File: src/rtl/ea_decode_pkg.sv
`timescale 1ns/1ps
package ea_decode_pkg;

  typedef enum logic [1:0] {
    AM_16   = 2'd0,
    AM_32   = 2'd1,
    AM_64   = 2'd2,
    AM_RSVD = 2'd3
  } addr_mode_e;

  typedef enum logic [1:0] {
    ST_FIRST = 2'd0,
    ST_SIB   = 2'd1,
    ST_DISP  = 2'd2
  } dec_state_e;

  localparam int REG_W  = 4;
  localparam int RAW_W  = 32;

  localparam logic [3:0] R_BX = 4'd3;
  localparam logic [3:0] R_BP = 4'd5;
  localparam logic [3:0] R_SI = 4'd6;
  localparam logic [3:0] R_DI = 4'd7;

  typedef struct packed {
    logic             base_vld;
    logic [REG_W-1:0] base;
    logic             idx_vld;
    logic [REG_W-1:0] idx;
    logic [3:0]       scale;
    logic [2:0]       dlen;
  } ea_t;

  // Displacement width from mod; wide selects 4 bytes over 2 for mod 2.
  function automatic logic [2:0] disp_len_for_mod(input logic [1:0] mod, input logic wide);
    case (mod)
      2'd1:    disp_len_for_mod = 3'd1;
      2'd2:    disp_len_for_mod = wide ? 3'd4 : 3'd2;
      default: disp_len_for_mod = 3'd0;
    endcase
  endfunction

  function automatic logic [3:0] scale_factor(input logic [1:0] ss);
    scale_factor = 4'd1 << ss;
  endfunction

  // Drop a byte into a little-endian raw accumulator at byte lane pos.
  function automatic logic [RAW_W-1:0] place_byte(input logic [RAW_W-1:0] acc,
                                                  input logic [7:0] b,
                                                  input logic [1:0] pos);
    place_byte = acc | ({24'd0, b} << {pos, 3'b000});
  endfunction

  function automatic logic [63:0] sext_disp(input logic [RAW_W-1:0] raw, input logic [2:0] n);
    case (n)
      3'd1:    sext_disp = {{56{raw[7]}},  raw[7:0]};
      3'd2:    sext_disp = {{48{raw[15]}}, raw[15:0]};
      3'd4:    sext_disp = {{32{raw[31]}}, raw[31:0]};
      default: sext_disp = 64'd0;
    endcase
  endfunction

  function automatic ea_t ea_none();
    ea_t e;
    e.base_vld = 1'b0;
    e.base     = '0;
    e.idx_vld  = 1'b0;
    e.idx      = '0;
    e.scale    = 4'd1;
    e.dlen     = 3'd0;
    return e;
  endfunction

  // 16-bit base-pair table, expressed as base/index register numbers.
  function automatic ea_t ea16(input logic [1:0] mod, input logic [2:0] rm);
    ea_t e;
    e = ea_none();
    e.dlen = disp_len_for_mod(mod, 1'b0);
    case (rm)
      3'd0: begin e.base = R_BX; e.idx = R_SI; e.idx_vld = 1'b1; end
      3'd1: begin e.base = R_BX; e.idx = R_DI; e.idx_vld = 1'b1; end
      3'd2: begin e.base = R_BP; e.idx = R_SI; e.idx_vld = 1'b1; end
      3'd3: begin e.base = R_BP; e.idx = R_DI; e.idx_vld = 1'b1; end
      3'd4: e.base = R_SI;
      3'd5: e.base = R_DI;
      3'd6: e.base = R_BP;
      default: e.base = R_BX;
    endcase
    e.base_vld = 1'b1;
    if (mod == 2'd0 && rm == 3'd6) begin
      e.base_vld = 1'b0;
      e.base     = '0;
      e.dlen     = 3'd2;
    end
    return e;
  endfunction

endpackage

File: src/rtl/ea_modrm_classify.sv
`timescale 1ns/1ps
module ea_modrm_classify
  import ea_decode_pkg::*;
(
  input  logic [7:0]  modrm,
  input  addr_mode_e  am,
  input  logic        ext_b,
  output logic        is_reg,
  output logic        need_sib,
  output logic        bad_mode,
  output ea_t         ea
);

  logic [1:0] mod_f;
  logic [2:0] rm_f;

  assign mod_f = modrm[7:6];
  assign rm_f  = modrm[2:0];

  always_comb begin
    bad_mode = (am == AM_RSVD);
    is_reg   = !bad_mode && (mod_f == 2'd3);
    need_sib = 1'b0;
    ea       = ea_none();
    if (!bad_mode && !is_reg) begin
      if (am == AM_16) begin
        ea = ea16(mod_f, rm_f);
      end else if (rm_f == 3'd4) begin
        need_sib = 1'b1;
      end else if (mod_f == 2'd0 && rm_f == 3'd5) begin
        ea.dlen = 3'd4;
      end else begin
        ea.base_vld = 1'b1;
        ea.base     = {ext_b, rm_f};
        ea.dlen     = disp_len_for_mod(mod_f, 1'b1);
      end
    end
  end

endmodule

File: src/rtl/ea_sib_classify.sv
`timescale 1ns/1ps
module ea_sib_classify
  import ea_decode_pkg::*;
(
  input  logic [7:0] sib,
  input  logic [1:0] mod_f,
  input  logic       ext_x,
  input  logic       ext_b,
  output ea_t        ea
);

  logic [3:0] idx_ext;
  logic [2:0] base_f;

  assign idx_ext = {ext_x, sib[5:3]};
  assign base_f  = sib[2:0];

  always_comb begin
    ea         = ea_none();
    ea.scale   = scale_factor(sib[7:6]);
    ea.idx_vld = (idx_ext != 4'd4);
    ea.idx     = ea.idx_vld ? idx_ext : 4'd0;
    if (base_f == 3'd5 && mod_f == 2'd0) begin
      ea.dlen = 3'd4;
    end else begin
      ea.base_vld = 1'b1;
      ea.base     = {ext_b, base_f};
      ea.dlen     = disp_len_for_mod(mod_f, 1'b1);
    end
  end

endmodule

File: src/rtl/ea_disp_collect.sv
`timescale 1ns/1ps
module ea_disp_collect
  import ea_decode_pkg::*;
(
  input  logic             clk,
  input  logic             rst_n,
  input  logic             clr,
  input  logic             ld,
  input  logic [1:0]       pos,
  input  logic [7:0]       byte_in,
  output logic [RAW_W-1:0] merged
);

  logic [RAW_W-1:0] acc_q;

  assign merged = place_byte(acc_q, byte_in, pos);

  always_ff @(posedge clk) begin
    if (!rst_n)   acc_q <= '0;
    else if (clr) acc_q <= '0;
    else if (ld)  acc_q <= merged;
  end

  AST_LANE_HELD: assert property (@(posedge clk) disable iff (!rst_n)
    ld && !clr |=> ((acc_q >> {$past(pos), 3'b000}) & 32'hFF) == {24'd0, $past(byte_in)});

  AST_CLR_ZERO: assert property (@(posedge clk) disable iff (!rst_n)
    clr |=> merged == place_byte('0, byte_in, pos));

endmodule

File: src/rtl/ea_decode_top.sv
`timescale 1ns/1ps
module ea_decode_top
  import ea_decode_pkg::*;
#(
  parameter int DISP_W = 64
) (
  input  logic              clk,
  input  logic              rst_n,
  input  logic              byte_vld,
  input  logic [7:0]        byte_in,
  input  logic [1:0]        addr_mode,
  input  logic              rex_r,
  input  logic              rex_x,
  input  logic              rex_b,
  output logic              done,
  output logic              fault,
  output logic [2:0]        consumed,
  output logic [3:0]        reg_op,
  output logic              rm_is_reg,
  output logic [3:0]        rm_reg,
  output logic              base_vld,
  output logic [3:0]        base_reg,
  output logic              index_vld,
  output logic [3:0]        index_reg,
  output logic [3:0]        scale,
  output logic [2:0]        disp_bytes,
  output logic [DISP_W-1:0] disp
);

  localparam int MAX_LEN = 6;

  dec_state_e       state_q;
  addr_mode_e       am_in;
  addr_mode_e       am_q;
  logic [1:0]       mod_q;
  logic             xq, bq;
  logic [2:0]       need_q;
  logic [1:0]       pos_q;
  logic [2:0]       cnt_q;
  logic             sib_seen_q;

  logic             done_q, fault_q, rm_is_reg_q;
  logic [2:0]       consumed_q;
  logic [3:0]       reg_op_q, rm_reg_q;
  ea_t              ea_q;
  logic [63:0]      disp_q;

  // Named internal events for the checks.
  logic             take_first, take_sib, take_disp, last_disp;
  logic             mc_is_reg, mc_need_sib, mc_bad;
  ea_t              mc_ea, sc_ea;
  logic [RAW_W-1:0] disp_merged;
  logic             sib_seen;

  assign am_in      = addr_mode_e'(addr_mode);
  assign take_first = byte_vld && (state_q == ST_FIRST);
  assign take_sib   = byte_vld && (state_q == ST_SIB);
  assign take_disp  = byte_vld && (state_q == ST_DISP);
  assign last_disp  = take_disp && ({1'b0, pos_q} == need_q - 3'd1);
  assign sib_seen   = sib_seen_q;

  ea_modrm_classify u_modrm (
    .modrm    (byte_in),
    .am       (am_in),
    .ext_b    (rex_b),
    .is_reg   (mc_is_reg),
    .need_sib (mc_need_sib),
    .bad_mode (mc_bad),
    .ea       (mc_ea)
  );

  ea_sib_classify u_sib (
    .sib   (byte_in),
    .mod_f (mod_q),
    .ext_x (xq),
    .ext_b (bq),
    .ea    (sc_ea)
  );

  ea_disp_collect u_disp (
    .clk     (clk),
    .rst_n   (rst_n),
    .clr     (take_first),
    .ld      (take_disp),
    .pos     (pos_q),
    .byte_in (byte_in),
    .merged  (disp_merged)
  );

  always_ff @(posedge clk) begin
    if (!rst_n) begin
      state_q     <= ST_FIRST;
      am_q        <= AM_32;
      mod_q       <= '0;
      xq          <= 1'b0;
      bq          <= 1'b0;
      need_q      <= '0;
      pos_q       <= '0;
      cnt_q       <= '0;
      sib_seen_q  <= 1'b0;
      done_q      <= 1'b0;
      fault_q     <= 1'b0;
      rm_is_reg_q <= 1'b0;
      consumed_q  <= '0;
      reg_op_q    <= '0;
      rm_reg_q    <= '0;
      ea_q        <= ea_none();
      disp_q      <= '0;
    end else begin
      done_q <= 1'b0;
      unique case (state_q)
        ST_FIRST: if (take_first) begin
          am_q        <= am_in;
          mod_q       <= byte_in[7:6];
          xq          <= rex_x;
          bq          <= rex_b;
          reg_op_q    <= {rex_r, byte_in[5:3]};
          rm_is_reg_q <= mc_is_reg;
          rm_reg_q    <= mc_is_reg ? {rex_b, byte_in[2:0]} : 4'd0;
          fault_q     <= mc_bad;
          ea_q        <= mc_ea;
          sib_seen_q  <= 1'b0;
          cnt_q       <= 3'd1;
          pos_q       <= 2'd0;
          disp_q      <= '0;
          if (mc_bad || mc_is_reg || (!mc_need_sib && mc_ea.dlen == 3'd0)) begin
            done_q     <= 1'b1;
            consumed_q <= 3'd1;
          end else if (mc_need_sib) begin
            state_q <= ST_SIB;
          end else begin
            need_q  <= mc_ea.dlen;
            state_q <= ST_DISP;
          end
        end
        ST_SIB: if (take_sib) begin
          ea_q       <= sc_ea;
          sib_seen_q <= 1'b1;
          cnt_q      <= 3'd2;
          if (sc_ea.dlen == 3'd0) begin
            done_q     <= 1'b1;
            consumed_q <= 3'd2;
            state_q    <= ST_FIRST;
          end else begin
            need_q  <= sc_ea.dlen;
            state_q <= ST_DISP;
          end
        end
        ST_DISP: if (take_disp) begin
          pos_q <= pos_q + 2'd1;
          cnt_q <= cnt_q + 3'd1;
          if (last_disp) begin
            done_q     <= 1'b1;
            consumed_q <= cnt_q + 3'd1;
            disp_q     <= sext_disp(disp_merged, need_q);
            state_q    <= ST_FIRST;
          end
        end
        default: state_q <= ST_FIRST;
      endcase
    end
  end

  assign done       = done_q;
  assign fault      = fault_q;
  assign consumed   = consumed_q;
  assign reg_op     = reg_op_q;
  assign rm_is_reg  = rm_is_reg_q;
  assign rm_reg     = rm_reg_q;
  assign base_vld   = ea_q.base_vld;
  assign base_reg   = ea_q.base;
  assign index_vld  = ea_q.idx_vld;
  assign index_reg  = ea_q.idx;
  assign scale      = ea_q.scale;
  assign disp_bytes = ea_q.dlen;
  assign disp       = disp_q[DISP_W-1:0];

  AST_LEN_RANGE: assert property (@(posedge clk) disable iff (!rst_n)
    done |-> (consumed >= 3'd1) && (consumed <= 3'(MAX_LEN)));

  AST_LEN_SUM: assert property (@(posedge clk) disable iff (!rst_n)
    done && !fault && !rm_is_reg |-> consumed == 3'd1 + {2'd0, sib_seen} + disp_bytes);

  AST_DONE_PULSE: assert property (@(posedge clk) disable iff (!rst_n)
    done |=> !done || $past(byte_vld));

  AST_REG_FORM: assert property (@(posedge clk) disable iff (!rst_n)
    done && rm_is_reg |-> consumed == 3'd1 && !base_vld && !index_vld && disp_bytes == 3'd0);

  AST_SCALE_POW2: assert property (@(posedge clk) disable iff (!rst_n)
    done |-> $countones(scale) == 1);

  AST_NO_SIB16: assert property (@(posedge clk) disable iff (!rst_n)
    state_q == ST_SIB |-> am_q != AM_16 && am_q != AM_RSVD);

  AST_FAULT_LEN: assert property (@(posedge clk) disable iff (!rst_n)
    done && fault |-> consumed == 3'd1);

  AST_NOBASE16: assert property (@(posedge clk) disable iff (!rst_n)
    done && am_q == AM_16 && !fault && !rm_is_reg && !base_vld |-> disp_bytes == 3'd2 && !index_vld);

  AST_DISP8_SEXT: assert property (@(posedge clk) disable iff (!rst_n)
    done && disp_bytes == 3'd1 |-> (&disp[DISP_W-1:7]) || !(|disp[DISP_W-1:7]));

endmodule

File: config.mk
export PLATFORM = sky130hd
export DESIGN_NAME = ea_decode_top
export DESIGN_NICKNAME = d
export VERILOG_FILES = /design/src/rtl/ea_decode_pkg.sv /design/src/rtl/ea_modrm_classify.sv /design/src/rtl/ea_sib_classify.sv /design/src/rtl/ea_disp_collect.sv /design/src/rtl/ea_decode_top.sv
export SDC_FILE = /design/constraint.sdc
export NUM_CORES = 1
export LEC_CHECK = 0
export BUFFER_PORTS_ARGS = -buffer_cell sky130_fd_sc_hd__buf_2
export CAP_MARGIN = 20
export CORE_AREA = 2 2 133 135
export DETAILED_ROUTE_END_ITERATION = 6
export DIE_AREA = 0 0 135 137
export GPL_TIMING_DRIVEN = 0
export PLACE_DENSITY = 0.6
export SYNTH_ARGS = -nofsm -noshare
export SYNTH_HDL_FRONTEND = slang
export SYNTH_SLANG_ARGS = --single-unit
File: constraint.sdc
create_clock -name clk -period 3.9 [get_ports clk]
set_clock_uncertainty 0.1 [all_clocks]
set_input_delay 0.78 -clock clk [delete_from_list [all_inputs] [get_ports clk]]
set_output_delay 0.78 -clock clk [all_outputs]
set_load 0.03 [all_outputs]
---- Word-level counts from Yosys, hierarchy flattened ----
Cells that the tools add are included.
storage, ports and cells
  flip-flop bits (word level) ............. 141
  logic and storage cells ................. 158
operators by class
  add/subtract/negate cells ............... 3
  equality and inequality tests ........... 28
  shift operators ......................... 2
  mux-type cells .......................... 65
  bitwise gates (word level) .............. 2
  reduce and logical (&&, ||, !) cells .... 37
operators with widths
  kind                                            count
  2-to-1 mux 64 bit                               3
  case mux 64 bit (3 select lines)                1
  case mux 64 bit (2 select lines)                1
  2-to-1 mux 3 bit                                18
  2-to-1 mux 17 bit                               3
  case mux 17 bit (2 select lines)                1
  OR 32 bit                                       1
  << shifter 8 x 5 -> 32 bit                      1
  case mux 3 bit (3 select lines)                 3
  2-to-1 mux 5 bit                                5
  2-to-1 mux 2 bit                                10
  case mux 3 bit (2 select lines)                 3
  inequality test 2 bit (second input constant)   7
  == test 3 bit (second input constant)           4
  == test 2 bit (second input constant)           5
  logical AND 1 bit                               10
  case mux 5 bit (2 select lines)                 1
  == test 3 x 2 -> 1 bit (second input constant)  3
  zero test 3 bit                                 3
  2-to-1 mux 1 bit                                9
  2-to-1 mux 9 bit                                1
  zero test 2 bit                                 4
  2-to-1 mux 4 bit                                2
  case mux 2 bit (2 select lines)                 2
  24 further kinds                                36

---- Logic depth before layout (Yosys ltp) ----
Gate-level depths: netlist of run 1.
  depth after elaboration ................. 12
  depth in mapped cells ................... 9
  gate-level depth less buffers ........... 7

---- By module ----
A second synthesis of run 1 with hierarchy kept.
second synthesis, totals
  cell total of the unflattened synthesis .. 692
  area total of the unflattened synthesis .. 5899.4 sq um
modules (own cells, without submodules)
  module             times used  cells each  area each (sq um)  sequential area each (sq um)
  ea_decode_top      1           433         3816.2             1541.5
  ea_disp_collect    1           180         1595.3             640.6
  ea_modrm_classify  1           56          347.8              0.0
  ea_sib_classify    1           23          140.1              0.0

---- Least setup slack after synthesis of run 1 ----
OpenSTA, ideal clock, no wires.
  kind .................................... input to register
  start point ............................. input byte_in[1]
  end point ............................... register state_q[0]
  arrival ................................. 2173 ps
  slack ................................... 1507 ps
  cell stages on the path ................. 5
  buffers on the path ..................... 0
  path through ............................ or3b_1 -> a21o_1 -> a211o_1 -> a311o_1 -> mux2i_1
on the way
  longest elaborated chain between the ends .. 11
  elaborated cells between the ends (all ways) .. 23
RTL lines
  what                                    RTL line                 text
  from (decl)                             ea_decode_top.sv:10      input logic [7:0] byte_in,
  == test 3 bit                           ea_modrm_classify.sv:30  end else if (mod_f == 2'd0 && rm_f == 3'd5) begin
  logical AND 1 bit                       ea_modrm_classify.sv:30
  2-to-1 mux 3 bit                        ea_modrm_classify.sv:30
  2-to-1 mux 3 bit                        ea_modrm_classify.sv:28  end else if (rm_f == 3'd4) begin
  2-to-1 mux 3 bit                        ea_modrm_classify.sv:26  if (am == AM_16) begin
  2-to-1 mux 17 bit                       ea_modrm_classify.sv:25  if (!bad_mode && !is_reg) begin
  zero test 3 bit                         ea_decode_top.sv:126     if (mc_bad || mc_is_reg || (!mc_need_sib && mc_ea.dlen == 3'd0)) begin
  logical AND 1 bit                       ea_decode_top.sv:126
  logical OR 1 bit                        ea_decode_top.sv:126
  inequality test 2 bit (no source line)  n/a
  AND reduction 5 bit (no source line)    n/a
  to (signal assigned)                    ea_decode_top.sv:130     state_q <= ST_SIB;
  to (signal assigned)                    ea_decode_top.sv:133     state_q <= ST_DISP;
  to (signal assigned)                    ea_decode_top.sv:143     state_q <= ST_FIRST;
  to (decl)                               ea_decode_top.sv:32      dec_state_e state_q;
Parallel ways exist; a longest one is shown, timed or not. The select of a mux whose other input is x is not followed.
A chain may end at the register's enable or synchronous reset.

==> results of run 1 <==
## metrics by stage
stage	instance area, um2	setup slack, ps	cells	power [mW]
final	6170	1270	949	2.63
after global routing	6170	1100	949	2.75
after CTS	6170	1210	949	2.65
after detailed placement	5850	1140	933	1.68
after global placement	5850	1150	933	1.68
after floorplan	5040	1510	601	1.54
## final cells by class
cell class / instances / area share
multi-input combinational: 398 / 0.384
sequential: 109 / 0.354
timing repair buffer: 107 / 0.0868
buffer: 83 / 0.0716
tap: 225 / 0.0456
clock buffer: 9 / 0.0365
clock inverter: 7 / 0.0148
inverter: 11 / 0.00669
## worst register-to-register path: stages, from the launching register on
cell and delay, ps:
dfxtp_1 380, inv_1 90, ha_1 190, clkbuf_1 200
and2_1 240, nor2_1 420, clkbuf_1 450, a21oi_1 60
o21ai_0 150, o211a_1 190
## layer usage
| metal | share of wire | GRT usage | up-vias |
|---|---|---|---|
| li1 | - | - | 2312 |
| met1 | 0.49 | 0.218 | 2151 |
| met2 | 0.44 | 0.247 | 137 |
| met3 | 0.064 | 0.0319 | 12 |
| met4 | 0.0096 | 0.0422 | 0 |
| met5 | 0 | 0 | - |
## kinds of logic (layout without fill, tap and decap cells)
group | after synthesis | in the layout
AO/OA/AOI/OAI | 205 | 205
XOR/XNOR | 5 | 5
multiplexers | 9 | 9
adder cells (fa/ha/maj) | 9 | 9
flip-flops | 109 | 109
buffers and inverters | 94 | 217
AND/OR/NAND/NOR | 170 | 170
## placed cells by master, fill, tap and decap left out, types with 4 or more instances in the layout
master / netlist / layout
a21boi_0: 12 / 12
a21o_1: 4 / 4
a21oi_1: 75 / 75
a22o_1: 24 / 24
a31oi_1: 4 / 4
and2_1: 6 / 6
buf_1: 6 / 6
buf_2: 8 / 115
buf_4: 32 / 32
clkbuf_1: 37 / 37
clkbuf_16: 0 / 9
dfxtp_1: 109 / 109
ha_1: 9 / 9
inv_1: 11 / 11
mux2i_1: 9 / 9
nand2_1: 55 / 55
nand3_1: 5 / 5
nor2_1: 51 / 51
nor2b_1: 18 / 18
nor3_1: 5 / 5
nor3b_1: 9 / 9
o21ai_0: 46 / 46
## power by group
group          switching, mW  internal [mW]  leakage (nW)
Combinational          0.328          0.148          1.66
Clock                  0.456          0.514         0.151
Sequential            0.0283           1.16         0.883
Total                  0.812           1.82          2.69
## path summary, 6_finish.rpt
| path | start | endpoint | slack (ps) | cells past startpoint |
|---|---|---|---|---|
| max | disp[62]$_SDFFE_PN0P_ | disp[47] | 1270 | 2 |
| min | disp[6]$_SDFFE_PN0P_ | disp[6]$_SDFFE_PN0P_ | 360 | 2 |
| max reg2reg | state_q[0]$_SDFFE_PN0P_ | base_reg[2]$_SDFFE_PN0P_ | 1380 | 9 |
| min reg2reg | disp[6]$_SDFFE_PN0P_ | disp[6]$_SDFFE_PN0P_ | 360 | 2 |
==> metrics.md, run 1 <==
| Metric | Value |
|---|---|
| Largest family of logic cells by synthesized area | `compound AO/OA/AOI/OAI gates` |
| Yosys cell types | `59` |
| Final Hold Viols | `0` |
| Via Count | `4612` |
| Util after Layout | `0.362` |
| WP data required | `3020 ps` |
| Worst stage delay on the critical path | `970 ps` |
| Post-layout minimum cycle time | `2630 ps` |
| Iteration-0 DRC Markers | `250` |
| Insertion delay to the later sink of the worst-skew pair | `360 ps` |
| Count leader, synth | `dfxtp_1` |
| Post-synthesis mux area share | `0.0179` |
| Buffers from clock root to sink, at most | `2` |
| Unrepaired setup endpoints after global routing | `false` |
| First-pass GRT wire length | `22800 um` |
| Top cells by count, synth | `dfxtp_1, a21oi_1, nand2_1` |
| Area fraction in compound gates after synthesis | `0.258` |
| Final ANT Viol Nets | `0` |
| Total gr overflow | `0` |
| # fillers | `1795` |
| Fin. max-slew vios | `0` |
| Core ar. | `0.0171 mm2` |
| WP buf/inv | `2` |
| Post-synthesis sequential area ratio | `0.433` |
| Area occupied by multi-input gates | `0.00237 mm2` |
| Post-synth design cell area | `0.00504 mm2` |
| DP HPWL | `10600 um` |
| Status | `finished, final reports clean` |
| Critical path class | `flip-flop to output pin` |
| Post-synth top area cell | `dfxtp_1` |
| Die area | `0.0185 mm2` |
| Syn-to-layout area delta | `22.5%` |
| Clock root cell | `clkbuf_16` |
| Ys Warns | `0` |
| Die Width | `135 um` |
| Slowest cell on crit path | `dfxtp_1` |
| Share of post-route cells with drive strength above 1 | `0.235` |
| Cts bufs inserted | `9` |
| Top post-synthesis cells by area | `dfxtp_1, a21oi_1, buf_4, o21ai_0, a22o_1` |
| Rel. slew slack | `0.342` |
| Hold slack | `355 ps` |
| Max Clk Rate | `380 MHz` |
| CTS tree | `built` |
| Post-synthesis simple-gate area fraction | `0.164` |
| Drc violations | `0` |
| Num rows | `48` |
| Post-synth EDFFs | `0` |
| Post-Syn Instances | `601` |
| Setup TNS | `0 ps` |
| XOR/XNOR Fraction of Synth Area | `0.00870` |
| Antenna Diode Count | `0` |
| Post-CTS setup buffer count | `0` |
| Post-Syn Nets | `626` |
| Nets | `744` |
| CTS Hold Bufs | `0` |
| Routability cong. | `0.947` |
| Final wirelength | `14400 um` |
| Synthesis-stage register bit count | `109` |
| Max Cap Viol | `0` |
| Die H | `137 um` |
| Period utilization | `0.674` |
| Maximum vdd drop | `0.191 mV` |
| HP Class | `flip-flop to flip-flop` |
| Worst setup SP type | `flip-flop` |
| Initial antenna violation count | `0` |
| Crit. End Element | `output pin` |
| Post-synth top area share | `0.433` |
| DRT Pass-1 Iters | `5` |
| Post-Synth Adder-Cell Area | `0.0224` |
| Resized Gates After CTS | `0` |
| Pwr Density | `426 mW/mm2` |
| WL/cell | `15.2 um` |
| Synth Flop Type | `dfxtp_1` |
| Asr flop ratio synth | `0` |
| Leakage | `2.69 nW` |
| Initial core utilization | `0.295` |
| Number of global-route vias before repair | `4247` |
| WP data arrival | `1750 ps` |
| Delay-heaviest family, CP | `flip-flops` |
| I/O Buffers | `107` |
| Pin count of the biggest net entering global routing | `35` |
| Slew @ Worst Pin | `985 ps` |
| Setup Viol. Count Final | `0` |
| Crit-path max FO | `34` |
| Avg Vias per Cell | `4.86` |
| Register Area | `0.00218 mm2` |
| Avg Cell Area, Syn | `8.38 um2` |
| CTS Sinks | `109` |
| Total track usage | `0.157` |
| Worst-path clk slew | `70 ps` |
| Worst-path cell chain | `buf_4 > buf_2` |
| H-tree Lvls | `3` |
| Number of I/O pins | `111` |
Power figures use the tool's default switching activity.
==> run 2: changes to the inputs <==
==> constraint.sdc (replaced) <==
create_clock -name clk -period 2.6 [get_ports clk]
set_clock_uncertainty 0.1 [all_clocks]
set_input_delay 0.52 -clock clk [delete_from_list [all_inputs] [get_ports clk]]
set_output_delay 0.52 -clock clk [all_outputs]
set_load 0.03 [all_outputs]
==> run 2 against run 1 <==
Count of clock-buffer cells in the layout stayed put. Hold slack worse by 46 ps. Total power is 50% higher. Clock power is 50% higher. Die area stayed put. Critical path type unchanged.
==> metrics.md, run 2 (synthesized netlist as in run 1, its figures left out) <==
| Metric | Value |
|---|---|
| Delay-heaviest family, CP | `flip-flops` |
| Critical Path Source | `disp[62]$_SDFFE_PN0P_` |
| Initial core utilization | `0.295 (unchanged)` |
| Sw Pwr | `1.22 mW (+50%)` |
| Core ar. | `0.0171 mm2 (unchanged)` |
| Placed Instance Area | `0.00585 mm2 (unchanged)` |
| Die H | `137 um (unchanged)` |
| Slew @ Worst Pin | `985 ps (unchanged)` |
| Setup Viol. Count Final | `0 (unchanged)` |
| Pin count of the biggest net entering global routing | `35 (unchanged)` |
| Via Count | `4586 (-0.56%)` |
| Switch share | `0.309 (about the same)` |
| Max Clk Rate | `422 MHz` |
| Share of post-route cells with drive strength above 1 | `0.238 (+0.00276)` |
| Drc violations | `0 (unchanged)` |
| Final ANT Viol Nets | `0 (unchanged)` |
| Initial antenna violation count | `0 (unchanged)` |
| Number of global-route vias before repair | `4247 (unchanged)` |
| Nets | `744 (unchanged)` |
| Buffers from clock root to sink, at most | `2 (unchanged)` |
| Critical path class | `flip-flop to output pin` |
| HP Class | `input pin to flip-flop` |
| Total track usage | `0.157 (unchanged)` |
| Comb power frac | `0.181 (about the same)` |
| Most common cell after layout, fill and taps aside | `buf_2` |
| Post-layout minimum cycle time | `2370 ps` |
| I/O Buffers | `107 (unchanged)` |
| Uppermost routed layer | `met4` |
| Cts bufs inserted | `9 (unchanged)` |
| Crit. End Element | `output pin` |
| Avg Vias per Cell | `4.83 (-0.56%)` |
| Antenna Diode Count | `0 (unchanged)` |
| Worst-path clk slew | `80 ps (about the same)` |
| WP data arrival | `1750 ps (about the same)` |
| Max Cap Viol | `0 (unchanged)` |
| Crit-path max FO | `34 (unchanged)` |
| Final instance area | `0.00617 mm2 (about the same)` |
| Met2 wire length | `6360 um (+0.11%)` |
| Seq pwr share | `0.450 (about the same)` |
| Int Power | `2.73 mW (+50%)` |
| Slowest cell on crit path | `dfxtp_1` |
| CTS Sinks | `109 (unchanged)` |
| Maximum vdd drop | `0.287 mV (+50%)` |
| Tot Pwr | `3.95 mW (+50%)` |
| Hold slack | `309 ps (-46.3 ps)` |
| Total gr overflow | `0 (unchanged)` |
| Clock root cell | `clkbuf_16` |
| Worst-path cell chain | `buf_4 > buf_2` |
| Fin. max-slew vios | `0 (unchanged)` |
| M1 WL | `7020 um (about the same)` |
| Leakage | `2.70 nW (+0.12%)` |
| Hold depth | `3 (+1)` |
| Num rows | `48 (unchanged)` |
| # fillers | `1795 (unchanged)` |
| Syn-to-layout area delta | `22.6% (about the same)` |
| Number of I/O pins | `111 (unchanged)` |
| First-pass GRT wire length | `22800 um (unchanged)` |
| Pwr Density | `639 mW/mm2 (+50%)` |
| WL/cell | `15.2 um (about the same)` |
| Setup TNS | `0 ps (unchanged)` |
| Reg2Reg Depth | `6 (-3)` |
| Insertion delay to the later sink of the worst-skew pair | `360 ps (about the same)` |
| Die Width | `135 um (unchanged)` |
| Rel. slew slack | `0.342 (unchanged)` |
| CTS tree | `built` |
| WP data required | `1980 ps (-1040 ps)` |
| Iteration-0 DRC Markers | `270 (+8.0%)` |
| Status | `finished, final reports clean` |
| Worst setup SP type | `flip-flop` |
| DP HPWL | `10600 um (unchanged)` |
| Min-delay src | `rex_r` |
| DRT Pass-1 Iters | `5 (unchanged)` |
| Post-CTS setup buffer count | `0 (unchanged)` |
| Final wirelength | `14400 um (about the same)` |
| Wire length on met3 | `902 um (-1.7%)` |
| CTS Hold Bufs | `0 (unchanged)` |
| WP buf/inv | `2 (unchanged)` |
| Reg2Reg Setup Slack | `250 ps (-1130 ps)` |
| Worst stage delay on the critical path | `970 ps (about the same)` |
| Routability cong. | `0.947 (unchanged)` |
| Clk network pwr share | `0.369 (about the same)` |
| Worst Hold Endpoint | `reg_op[3]$_SDFFE_PN0P_` |
| Worst R2R Start | `state_q[1]$_SDFFE_PN0P_` |
| H-tree Lvls | `3 (unchanged)` |
| Resized Gates After CTS | `0 (unchanged)` |
| Worst flop-to-flop path endpoint | `index_reg[0]$_SDFFE_PN0P_` |
| Unrepaired setup endpoints after global routing | `false` |
| Period utilization | `0.911` |
| Final Hold Viols | `0 (unchanged)` |
| Die area | `0.0185 mm2 (unchanged)` |
| Most frequent cells in the layout | `buf_2, dfxtp_1, a21oi_1` |
[run 2: cell count changes in the layout (fill, tap and decap cells not counted)]
cell,change
nor2_2,+1
clkbuf_1,-1
clkbuf_2,+1
nor2_1,-1
[run 2: worst max-delay path by stage]
stage	endpoint	slack [ps]	depth (start not counted)
after floorplan	state_q[0]$_SDFFE_PN0P_	470	5
after global placement	disp[20]$_SDFFE_PN0P_	110	7
after detailed placement	base_reg[2]$_SDFFE_PN0P_	90	9
after CTS	base_reg[2]$_SDFFE_PN0P_	100	9
after global routing	disp[62]$_SDFFE_PN0P_	40	8
final	disp[47]	230	2
[run 2: layer usage]
layer,vias to the layer above,global-route usage
met2,131,0.247
met4,0,0.0422
li1,2312,-
met5,-,0
met1,2131,0.218
met3,12,0.0319
[run 2: worst min-delay path, stage by stage]
cell	delay (ps)
buf_2	100
nand2_1	40
a21boi_0	60
[run 2: final cells by class]
type | count | area (um2) | area share
well taps | 225 | 282 | 0.0456
clock inverters | 7 | 91.3 | 0.0148
flip-flops and latches | 109 | 2180 | 0.353
clock buffers | 9 | 225 | 0.0365
inverters | 11 | 41.3 | 0.00669
repair buffers | 107 | 536 | 0.0867
multi-input cells | 398 | 2370 | 0.384
plain buffers | 83 | 443 | 0.0717
[run 2: stage by stage]
stage,instances,worst slack [ps],util
4_1_cts,949,97.8,0.362
3_5_place_dp,933,93.8,0.343
2_1_floorplan,601,467,-
5_1_grt,949,37.2,0.362
3_3_place_gp,933,107,0.343
6_report,949,231,0.362
[run 2: power by group through the flow]
stage / Sequential, mW / Combinational [mW] / Clock (mW)
after CTS: 1.78 / 0.713 / 1.49
after global routing: 1.78 / 0.791 / 1.55
after detailed placement: 1.81 / 0.709 / 0
after floorplan: 1.89 / 0.427 / 0
after global placement: 1.81 / 0.707 / 0
final: 1.78 / 0.716 / 1.46
